### src/rtl/tlp_pkg.sv
package tlp_pkg;
  localparam int unsigned NREG = 16;
  localparam int unsigned RW   = 12;
  localparam int unsigned BW   = 8;

  function automatic logic [RW-1:0] def_val(input int unsigned idx);
    int unsigned v;
    v = (idx == 0) ? 0 : (37 * idx + 100) % (1 << RW);
    return v[RW-1:0];
  endfunction
endpackage

### src/rtl/tlp_sync.sv
module tlp_sync #(
  parameter int unsigned W       = 1,
  parameter logic [W-1:0] RST_VAL = '0
) (
  input  logic         clk_i,
  input  logic         rst_ni,
  input  logic [W-1:0] d_i,
  output logic [W-1:0] q_o
);
  logic [W-1:0] s1_q, s2_q;

  always_ff @(posedge clk_i or negedge rst_ni) begin
    if (!rst_ni) begin
      s1_q <= RST_VAL;
      s2_q <= RST_VAL;
    end else begin
      s1_q <= d_i;
      s2_q <= s1_q;
    end
  end

  assign q_o = s2_q;
endmodule

### src/rtl/tlp_edge.sv
module tlp_edge #(
  parameter logic RST_VAL = 1'b1
) (
  input  logic clk_i,
  input  logic rst_ni,
  input  logic lvl_i,
  output logic rise_o,
  output logic fall_o
);
  logic prev_q;

  always_ff @(posedge clk_i or negedge rst_ni) begin
    if (!rst_ni) prev_q <= RST_VAL;
    else         prev_q <= lvl_i;
  end

  assign rise_o = lvl_i & ~prev_q;
  assign fall_o = ~lvl_i & prev_q;
endmodule

### src/rtl/tlp_ctrl.sv
module tlp_ctrl #(
  parameter int unsigned NREG = tlp_pkg::NREG,
  parameter int unsigned RW   = tlp_pkg::RW,
  parameter int unsigned BW   = tlp_pkg::BW,
  localparam int unsigned AW  = $clog2(NREG),
  localparam int unsigned HW  = RW - BW
) (
  input  logic          clk_i,
  input  logic          rst_ni,
  input  logic          rise_i,
  input  logic          fall_i,
  input  logic          ad_i,
  input  logic          hi_i,
  input  logic [BW-1:0] din_i,
  output logic          q_ad_o,
  output logic          q_hi_o,
  output logic          auto_o,
  output logic [AW-1:0] addr_o,
  output logic          we_o,
  output logic [AW-1:0] wa_o,
  output logic [RW-1:0] wd_o
);
  logic          q_ad, q_hi, auto_q;
  logic [AW-1:0] addr_q;
  logic [BW-1:0] low_q;

  // qualifiers fixed at falling strobe edge
  always_ff @(posedge clk_i or negedge rst_ni) begin
    if (!rst_ni) begin
      q_ad <= 1'b0;
      q_hi <= 1'b0;
    end else if (fall_i) begin
      q_ad <= ad_i;
      q_hi <= hi_i;
    end
  end

  always_ff @(posedge clk_i or negedge rst_ni) begin
    if (!rst_ni) begin
      addr_q <= '0;
      auto_q <= 1'b0;
      low_q  <= '0;
    end else if (rise_i) begin
      if (!q_ad) begin
        addr_q <= din_i[AW-1:0];
        auto_q <= q_hi;
      end else if (!q_hi) begin
        low_q <= din_i;
      end else if (auto_q) begin
        addr_q <= addr_q + AW'(1);
      end
    end
  end

  assign we_o   = rise_i & q_ad & q_hi;
  assign wa_o   = addr_q;
  assign wd_o   = {din_i[HW-1:0], low_q};
  assign q_ad_o = q_ad;
  assign q_hi_o = q_hi;
  assign auto_o = auto_q;
  assign addr_o = addr_q;
endmodule

### src/rtl/tlp_regbank.sv
module tlp_regbank #(
  parameter int unsigned NREG = tlp_pkg::NREG,
  parameter int unsigned RW   = tlp_pkg::RW,
  localparam int unsigned AW  = $clog2(NREG)
) (
  input  logic               clk_i,
  input  logic               rst_ni,
  input  logic               we_i,
  input  logic [AW-1:0]      wa_i,
  input  logic [RW-1:0]      wd_i,
  output logic [NREG*RW-1:0] regs_o
);
  for (genvar i = 0; i < NREG; i++) begin : g_reg
    logic [RW-1:0] r_q;
    always_ff @(posedge clk_i or negedge rst_ni) begin
      if (!rst_ni)                        r_q <= tlp_pkg::def_val(i);
      else if (we_i && wa_i == AW'(i))    r_q <= wd_i;
    end
    assign regs_o[i*RW +: RW] = r_q;
  end
endmodule

### src/rtl/tlp_load_port.sv
module tlp_load_port #(
  parameter int unsigned NREG = tlp_pkg::NREG,
  parameter int unsigned RW   = tlp_pkg::RW,
  parameter int unsigned BW   = tlp_pkg::BW,
  localparam int unsigned AW  = $clog2(NREG)
) (
  input  logic               clk_i,
  input  logic               rst_ni,
  input  logic               load_i,
  input  logic               sel_data_i,
  input  logic               sel_hi_i,
  input  logic [BW-1:0]      data_i,
  output logic [NREG*RW-1:0] regs_o,
  output logic [RW-1:0]      status_o,
  output logic [AW-1:0]      addr_o
);
  localparam int unsigned SW = BW + 3;

  logic [SW-1:0] raw, syn;
  logic          ld_s, ad_s, hi_s;
  logic [BW-1:0] d_s;
  logic          ld_rise, ld_fall;
  logic          q_ad, q_hi, auto_q;
  logic          we;
  logic [AW-1:0] wa;
  logic [RW-1:0] wd;

  assign raw = {load_i, sel_data_i, sel_hi_i, data_i};

  tlp_sync #(.W(SW), .RST_VAL({1'b1, {(SW-1){1'b0}}})) u_sync (
    .clk_i (clk_i), .rst_ni(rst_ni), .d_i(raw), .q_o(syn)
  );

  assign {ld_s, ad_s, hi_s, d_s} = syn;

  tlp_edge #(.RST_VAL(1'b1)) u_edge (
    .clk_i (clk_i), .rst_ni(rst_ni), .lvl_i(ld_s),
    .rise_o(ld_rise), .fall_o(ld_fall)
  );

  tlp_ctrl #(.NREG(NREG), .RW(RW), .BW(BW)) u_ctrl (
    .clk_i (clk_i), .rst_ni(rst_ni),
    .rise_i(ld_rise), .fall_i(ld_fall),
    .ad_i  (ad_s), .hi_i(hi_s), .din_i(d_s),
    .q_ad_o(q_ad), .q_hi_o(q_hi), .auto_o(auto_q),
    .addr_o(addr_o),
    .we_o  (we), .wa_o(wa), .wd_o(wd)
  );

  tlp_regbank #(.NREG(NREG), .RW(RW)) u_bank (
    .clk_i (clk_i), .rst_ni(rst_ni),
    .we_i  (we), .wa_i(wa), .wd_i(wd),
    .regs_o(regs_o)
  );

  assign status_o = regs_o[RW-1:0];
endmodule

### config.mk
export PLATFORM = sky130hd
export DESIGN_NAME = tlp_load_port
export DESIGN_NICKNAME = d
export VERILOG_FILES = /design/src/rtl/tlp_pkg.sv /design/src/rtl/tlp_sync.sv /design/src/rtl/tlp_edge.sv /design/src/rtl/tlp_ctrl.sv /design/src/rtl/tlp_regbank.sv /design/src/rtl/tlp_load_port.sv
export SDC_FILE = /design/constraint.sdc
export NUM_CORES = 1
export LEC_CHECK = 0
export ABC_AREA = 1
export BUFFER_PORTS_ARGS = -buffer_cell sky130_fd_sc_hd__buf_4
export CORE_UTILIZATION = 45
export CTS_CLUSTER_DIAMETER = 120
export DETAILED_ROUTE_END_ITERATION = 8
export PLACE_DENSITY_LB_ADDON = 0.05
export RECOVER_POWER = 100
export SLEW_MARGIN = 30
export SYNTH_ARGS = -nofsm -noshare
export SYNTH_HDL_FRONTEND = slang
export SYNTH_SLANG_ARGS = --single-unit
### constraint.sdc
create_clock -name clk_i -period 3.3 [get_ports clk_i]
set_input_delay 0.495 -clock clk_i [delete_from_list [all_inputs] [get_ports clk_i]]
set_output_delay 0.495 -clock clk_i [all_outputs]
set_load 0.005 [all_outputs]
==> results of run 1 <==
metrics by stage:
stage	hold slack (ns)	utilization	power (uW)	area, um2
floorplan	0.1994	-	5585	9344
global placement	0.3327	0.5356	7345	10870
detailed placement	0.3347	0.5356	7406	10870
CTS	0.07063	0.5726	9981	11620
global route	0.09048	0.5618	10190	11400
finish	0.09968	0.5618	9612	11400
cells by family after synthesis:
family,Yosys count
AND/OR/NAND/NOR,669
flip-flops,230
buffers and inverters,110
AO/OA/AOI/OAI,15
adder cells (fa/ha/maj),4
placed cells by master, fill, tap and decap left out:
| master | instances |
|---|---|
| buf_12 | 2 |
| clkinv_2 | 3 |
| nand2_1 | 630 |
| dfrtp_2 | 2 |
| clkbuf_2 | 1 |
| inv_4 | 1 |
| inv_2 | 1 |
| inv_1 | 36 |
| nor2_1 | 22 |
| dfstp_2 | 25 |
| dlygate4sd3_1 | 1 |
| dfrtp_1 | 153 |
| dfstp_1 | 50 |
| nand3_1 | 4 |
| nand4_4 | 1 |
| nor2_2 | 1 |
| clkbuf_8 | 4 |
| ha_1 | 4 |
| o21ai_0 | 12 |
| nand2_4 | 2 |
| clkbuf_1 | 45 |
| buf_4 | 50 |
| nand2_2 | 1 |
| clkbuf_16 | 25 |
| nor2_4 | 8 |
| clkbuf_4 | 138 |
| a21oi_1 | 3 |
state kept, by name, indices dropped and copies added, names as in the netlist:
signal	cells
u_ctrl.q_ad_o	1
u_ctrl.auto_o	1
u_ctrl.addr_o	4
u_edge.prev_q	1
u_sync.q_o	11
u_ctrl.q_hi_o	1
u_ctrl.low_q	8
u_sync.s1_q	11
u_bank.g.r_q	192
area by class of cell:
cell class | count | area [um2] | share of cell area
sequential | 230 | 5852 | 0.5131
multi-input combinational | 688 | 2739 | 0.2402
timing repair buffer | 225 | 1590 | 0.1394
clock buffer | 41 | 725.7 | 0.06363
tap | 270 | 337.8 | 0.02962
inverter | 38 | 145.1 | 0.01273
clock inverter | 3 | 15.01 | 0.001317
how the worst min path moves through the flow:
stage | start | end | slack (ns) | depth (start not counted)
after global placement | u_sync.s1_q[2] | u_sync.q_o[2] | 0.33 | 0
after floorplan | rst_ni | u_bank.g_reg[0].r_q[0] | 0.20 | 0
after global routing | load_i | u_sync.s1_q[10] | 0.09 | 1
after detailed placement | u_sync.s1_q[0] | u_sync.q_o[0] | 0.33 | 0
final | load_i | u_sync.s1_q[10] | 0.1 | 1
after CTS | data_i[1] | u_sync.s1_q[1] | 0.07 | 1
repair_timing:
item,4_1_cts,5_1_grt
endpoints found under the hold margin,49,0
resized for setup,0,0
hold buffers,1,0
power by group through the flow:
stage | Clock (uW) | Sequential, uW | Combinational (uW)
final | 2540 | 4700 | 2370
after global routing | 2700 | 4800 | 2690
after CTS | 2600 | 4780 | 2600
after detailed placement | 0 | 4810 | 2600
after global placement | 0 | 4820 | 2530
after floorplan | 0 | 4440 | 1140
worst register-to-register path: stages (launching register included):
cell	delay, ns
dfrtp_1	0.48
inv_1	0.16
ha_1	0.26
inv_1	0.06
nor2_1	0.22
inv_1	0.07
nor2_1	0.65
nand2_1	0.11
nand2_1	0.10
layer usage:
metal  vias to the layer above  global-route usage
met5                         -                   0
met2                       172              0.3859
li1                       3404                   -
met3                        27             0.04406
met1                      3348              0.3335
met4                         0             0.04167
==> flow_summary.ini, run 1 <==
[sta]
fin_ws_ns = 1.127
setup-violations-final = 0
tns_ns = 0
skew_ns = 0.007905
maxSlewViolCount = 63
finalHoldViolCount = 0
tightest_slew_ns = 1.651
timing.fmax_ghz = 0.4601
slew_headroom = -0.1004
min_period_ns = 2.173
rsz0062_at_grt = false
finalCritPeriodShare = 0.6586

[grt]
grt_first_pass_wirelength_mm = 39.00
grt_remaining_overflow = 0
grt_max_degree = 92
grtUsageTotal = 0.2362
grt_pass1_vias = 6588
antenna_found_initial = 0

[power_and_ir_drop]
power_leakage_uw = 0.006228
power.share.switching = 0.3184
p_switching_uw = 3061
ir_worst_vdd_mv = 0.3878
p_int_uw = 6551
p_comb_frac = 0.247
p_seq_frac = 0.489
p_per_area_nw_per_um2 = 842.8
power_frac_clock = 0.265

[logic_synthesis]
syn-cell-area_um2 = 9344
yosys.area_share.xor_xnor = 0
yosys.area_share.simple = 0.2891
ys_types = 21
yosysTopAreaCellShare = 0.4151
synth.area.top_cells = dfrtp_1, nand2_1, dfstp_2, buf_6, inv_1
synth_common_cells = nand2_1, dfrtp_1, dfstp_2
synth_top_family_by_area = simple AND/OR/NAND/NOR gates
synth_flop_cell = dfrtp_1
yosys.area.top_type = dfrtp_1
syn-num-nets = 1045
synth-seq-cells = 230
seq_area_frac_synth = 0.6260
synth-compound-area-share = 0.008034
syn_avg_cell_area_um2 = 9.089
syn_inst = 1028
yosys.area_share.adder = 0.005356
synth_edf_count = 0
synth-async-reset-ratio = 1.000
synth_most_common_cell = nand2_1
synth_mux_area_frac = 0
ys_warn_count = 0

[setup_path]
crit_arrival_ns = 2.62
critical_path_buf_inv_count = 3
start_kind = flip-flop
crit_cells = 8
path_class = reg2reg
cp_slowest_stage_delay_ns = 0.65
slowest_stage = nor2_1
r2r_cells = 8
r2r-end = u_bank.g_reg[14].r_q[4]
crit_top_cell = inv_1
crit_path_end = u_bank.g_reg[14].r_q[4]
startpoint = u_ctrl.addr_o[0]
r2r_slack_ns = 1.13
r2r_start = u_ctrl.addr_o[0]
worstPathRequired_ns = 3.74
path_max_fanout = 12
crit_family = simple AND/OR/NAND/NOR gates
cp_cell_sequence = inv_1 -> ha_1 -> inv_1 -> nor2_1 -> inv_1 -> nor2_1 -> nand2_1 -> nand2_1
cp-end-kind = flip-flop

[placed_design]
pre_cts_slack_ns = 1.320
dp_cells = 1450
gp_congestion = 0.7625
portBuffers = 220
dp_hpwl_mm = 16.00

[clock_network]
clock_sinks = 230
cts_tree = done
htreeDepth = 1
clockBufferDepth = 3
cts_root_buffer = clkbuf_16
cts_setup_buffers = 0
clkLatencyLatePin_ns = 0.51
path_clk_slew_ns = 0.06
cts_buffers = 24

[floorplan]
io_pins = 221
core_area_um2 = 20300
die_w_um = 146.1
start_util = 0.4603
die_area_um2 = 21350
core.rowCount = 52
die_h_um = 146.1

[routing]
first_pass_iters = 5
drtAntennaViolNets = 0
dr_wl_met2_mm = 11.81
drt-total-wl_mm = 24.69
drc_errors = 0
vias = 6951
wl_per_cell_um = 16.51
vias_per_cell = 4.649
met3_length_mm = 1.233
wl_met1_mm = 11.31
drt_iter0_drc = 380
maxUsedRoutingLayer = met4

[flow_run]
max_cap_viol_count = 1

[finish]
num-fill-cells = 1902
n_antenna_cell = 0
fin_cells = 1495
syn2layout_area_growth_pct = 22.05
nNetsFinal = 1224
drive_gt1_frac = 0.2163

[outcome]
status = finished with violations
violations = max-capacitance violations, max-slew violations

[worst_hold_path]
min_path_type = in2reg
No activity file was read; power rests on OpenSTA's default activity.
==> run 2, diff against run 1 <==
==> constraint.sdc (replaced) <==
create_clock -name clk_i -period 2.05 [get_ports clk_i]
set_input_delay 0.3075 -clock clk_i [delete_from_list [all_inputs] [get_ports clk_i]]
set_output_delay 0.3075 -clock clk_i [all_outputs]
set_load 0.005 [all_outputs]
==> flow_summary.ini, run 2 (same netlist as run 1, synthesis figures left out) <==
[clock_network]
cts_tree = done
htreeDepth = 1
clockBufferDepth = 3
cts_buffers = 24
clkLatencyLatePin_ns = 0.52
cts_root_buffer = clkbuf_16
clock_sinks = 230
path_clk_slew_ns = 0.06

[setup_path]
path_max_fanout = 12
path_class = reg2reg
start_kind = flip-flop
crit_cells = 5
crit_family = simple AND/OR/NAND/NOR gates
worstPathRequired_ns = 2.50
r2r_start = u_sync.q_o[10]
critical_path_buf_inv_count = 1
r2r_cells = 5
r2r_slack_ns = 0.19
cp_cell_sequence = nand4_4 -> buf_4 -> nor2_2 -> nand2_1 -> nand2_1
slowest_stage = dfstp_1
cp-end-kind = flip-flop
cp_slowest_stage_delay_ns = 0.58
crit_arrival_ns = 2.31
r2r-end = u_bank.g_reg[5].r_q[8]
crit_top_cell = nand2_1

[power_and_ir_drop]
p_per_area_nw_per_um2 = 1354
power_leakage_uw = 0.006443
power_uw = 15910
ir_worst_vdd_mv = 0.7872

[placed_design]
dp_cells = 1467
dp_hpwl_mm = 16.90
portBuffers = 220
gp_congestion = 0.7900
pre_cts_slack_ns = 0.1703

[sta]
min_period_ns = 1.861
slew_headroom = 0.3446
rsz0062_at_grt = false
finalHoldViolCount = 0
finalCritPeriodShare = 0.9078
fin_ws_ns = 0.1890
setup-violations-final = 0
timing.fmax_ghz = 0.5374
tns_ns = 0
skew_ns = 0.009850
maxSlewViolCount = 0
tightest_slew_ns = 0.9831

[worst_hold_path]
min_path_type = in2async

[finish]
top_register = u_bank.g.r_q
utilization = 0.5792
layout_common_cells = nand2_1, dfrtp_1, clkbuf_4, buf_4, dfstp_1
largest_reg_flops = 192
fin_cells = 1523
nNetsFinal = 1252
mostFrequentLayoutCell = nand2_1
n_antenna_cell = 0
drive_gt1_frac = 0.2362
syn2layout_area_growth_pct = 25.83

[routing]
vias = 7100
vias_per_cell = 4.662
drtAntennaViolNets = 0
drt_iter0_drc = 365
drt-total-wl_mm = 25.29
drc_errors = 0
wl_per_cell_um = 16.61
first_pass_iters = 5

[outcome]
status = complete, no violations

[grt]
grt_pass1_vias = 6647
grt_first_pass_wirelength_mm = 39.20
grt_remaining_overflow = 0
grt_max_degree = 65
grtUsageTotal = 0.2386
antenna_found_initial = 0

[floorplan]
core_area_um2 = 20300
die_area_um2 = 21350
die_w_um = 146.1
die_h_um = 146.1
io_pins = 221
start_util = 0.4603
core.rowCount = 52

[flow_run]
max_cap_viol_count = 0
-- run 2: metal layers --
layer | track usage | part of all wire | vias to the layer above
met3 | 0.04938 | 0.059 | 32
li1 | - | - | 3460
met5 | 0 | 0 | -
met4 | 0.05365 | 0.017 | 0
met2 | 0.3766 | 0.47 | 195
met1 | 0.3407 | 0.45 | 3413
-- run 2: worst max-delay path by stage --
stage,start,slack (ns),to
6_report,u_sync.q_o[10],0.19,u_bank.g_reg[5].r_q[8]
5_1_grt,u_sync.q_o[10],0.06,u_bank.g_reg[5].r_q[6]
4_1_cts,u_ctrl.addr_o[0],0.15,u_bank.g_reg[12].r_q[7]
3_5_place_dp,u_ctrl.addr_o[0],0.17,u_bank.g_reg[12].r_q[7]
3_3_place_gp,u_ctrl.addr_o[1],0.17,u_bank.g_reg[12].r_q[7]
2_1_floorplan,u_ctrl.addr_o[0],0.61,u_bank.g_reg[14].r_q[10]
-- run 2: power by group --
group	switching [uW]	internal, uW	total (uW)
Combinational	1910	2060	3970
Sequential	1330	6130	7450
Clock	1760	2730	4490
-- run 2: through the flow --
| stage | hold slack (ns) | area, um2 |
|---|---|---|
| 6_report | 0.3340 | 11760 |
| 5_1_grt | 0.3527 | 11760 |
| 4_1_cts | 0.3482 | 11990 |
| 3_5_place_dp | 0.3086 | 11040 |
| 3_3_place_gp | 0.3036 | 11040 |
| 2_1_floorplan | 0.01191 | 9344 |
-- run 2: what timing repair did --
item,in CTS,in global routing
resized for setup,0,1
hold buffers,12,0
buffers inserted,0,0
endpoints found under the hold margin,49,0
endpoints found under the setup margin,0,12
-- run 2: area by class of cell --
cell class	instances	area, um2
inverters	38	145.1
well taps	270	337.8
multi-input cells	688	2789
clock buffers	36	737.0
flip-flops and latches	230	5852
clock inverters	8	92.59
repair buffers	253	1804
fillers	1959	8542
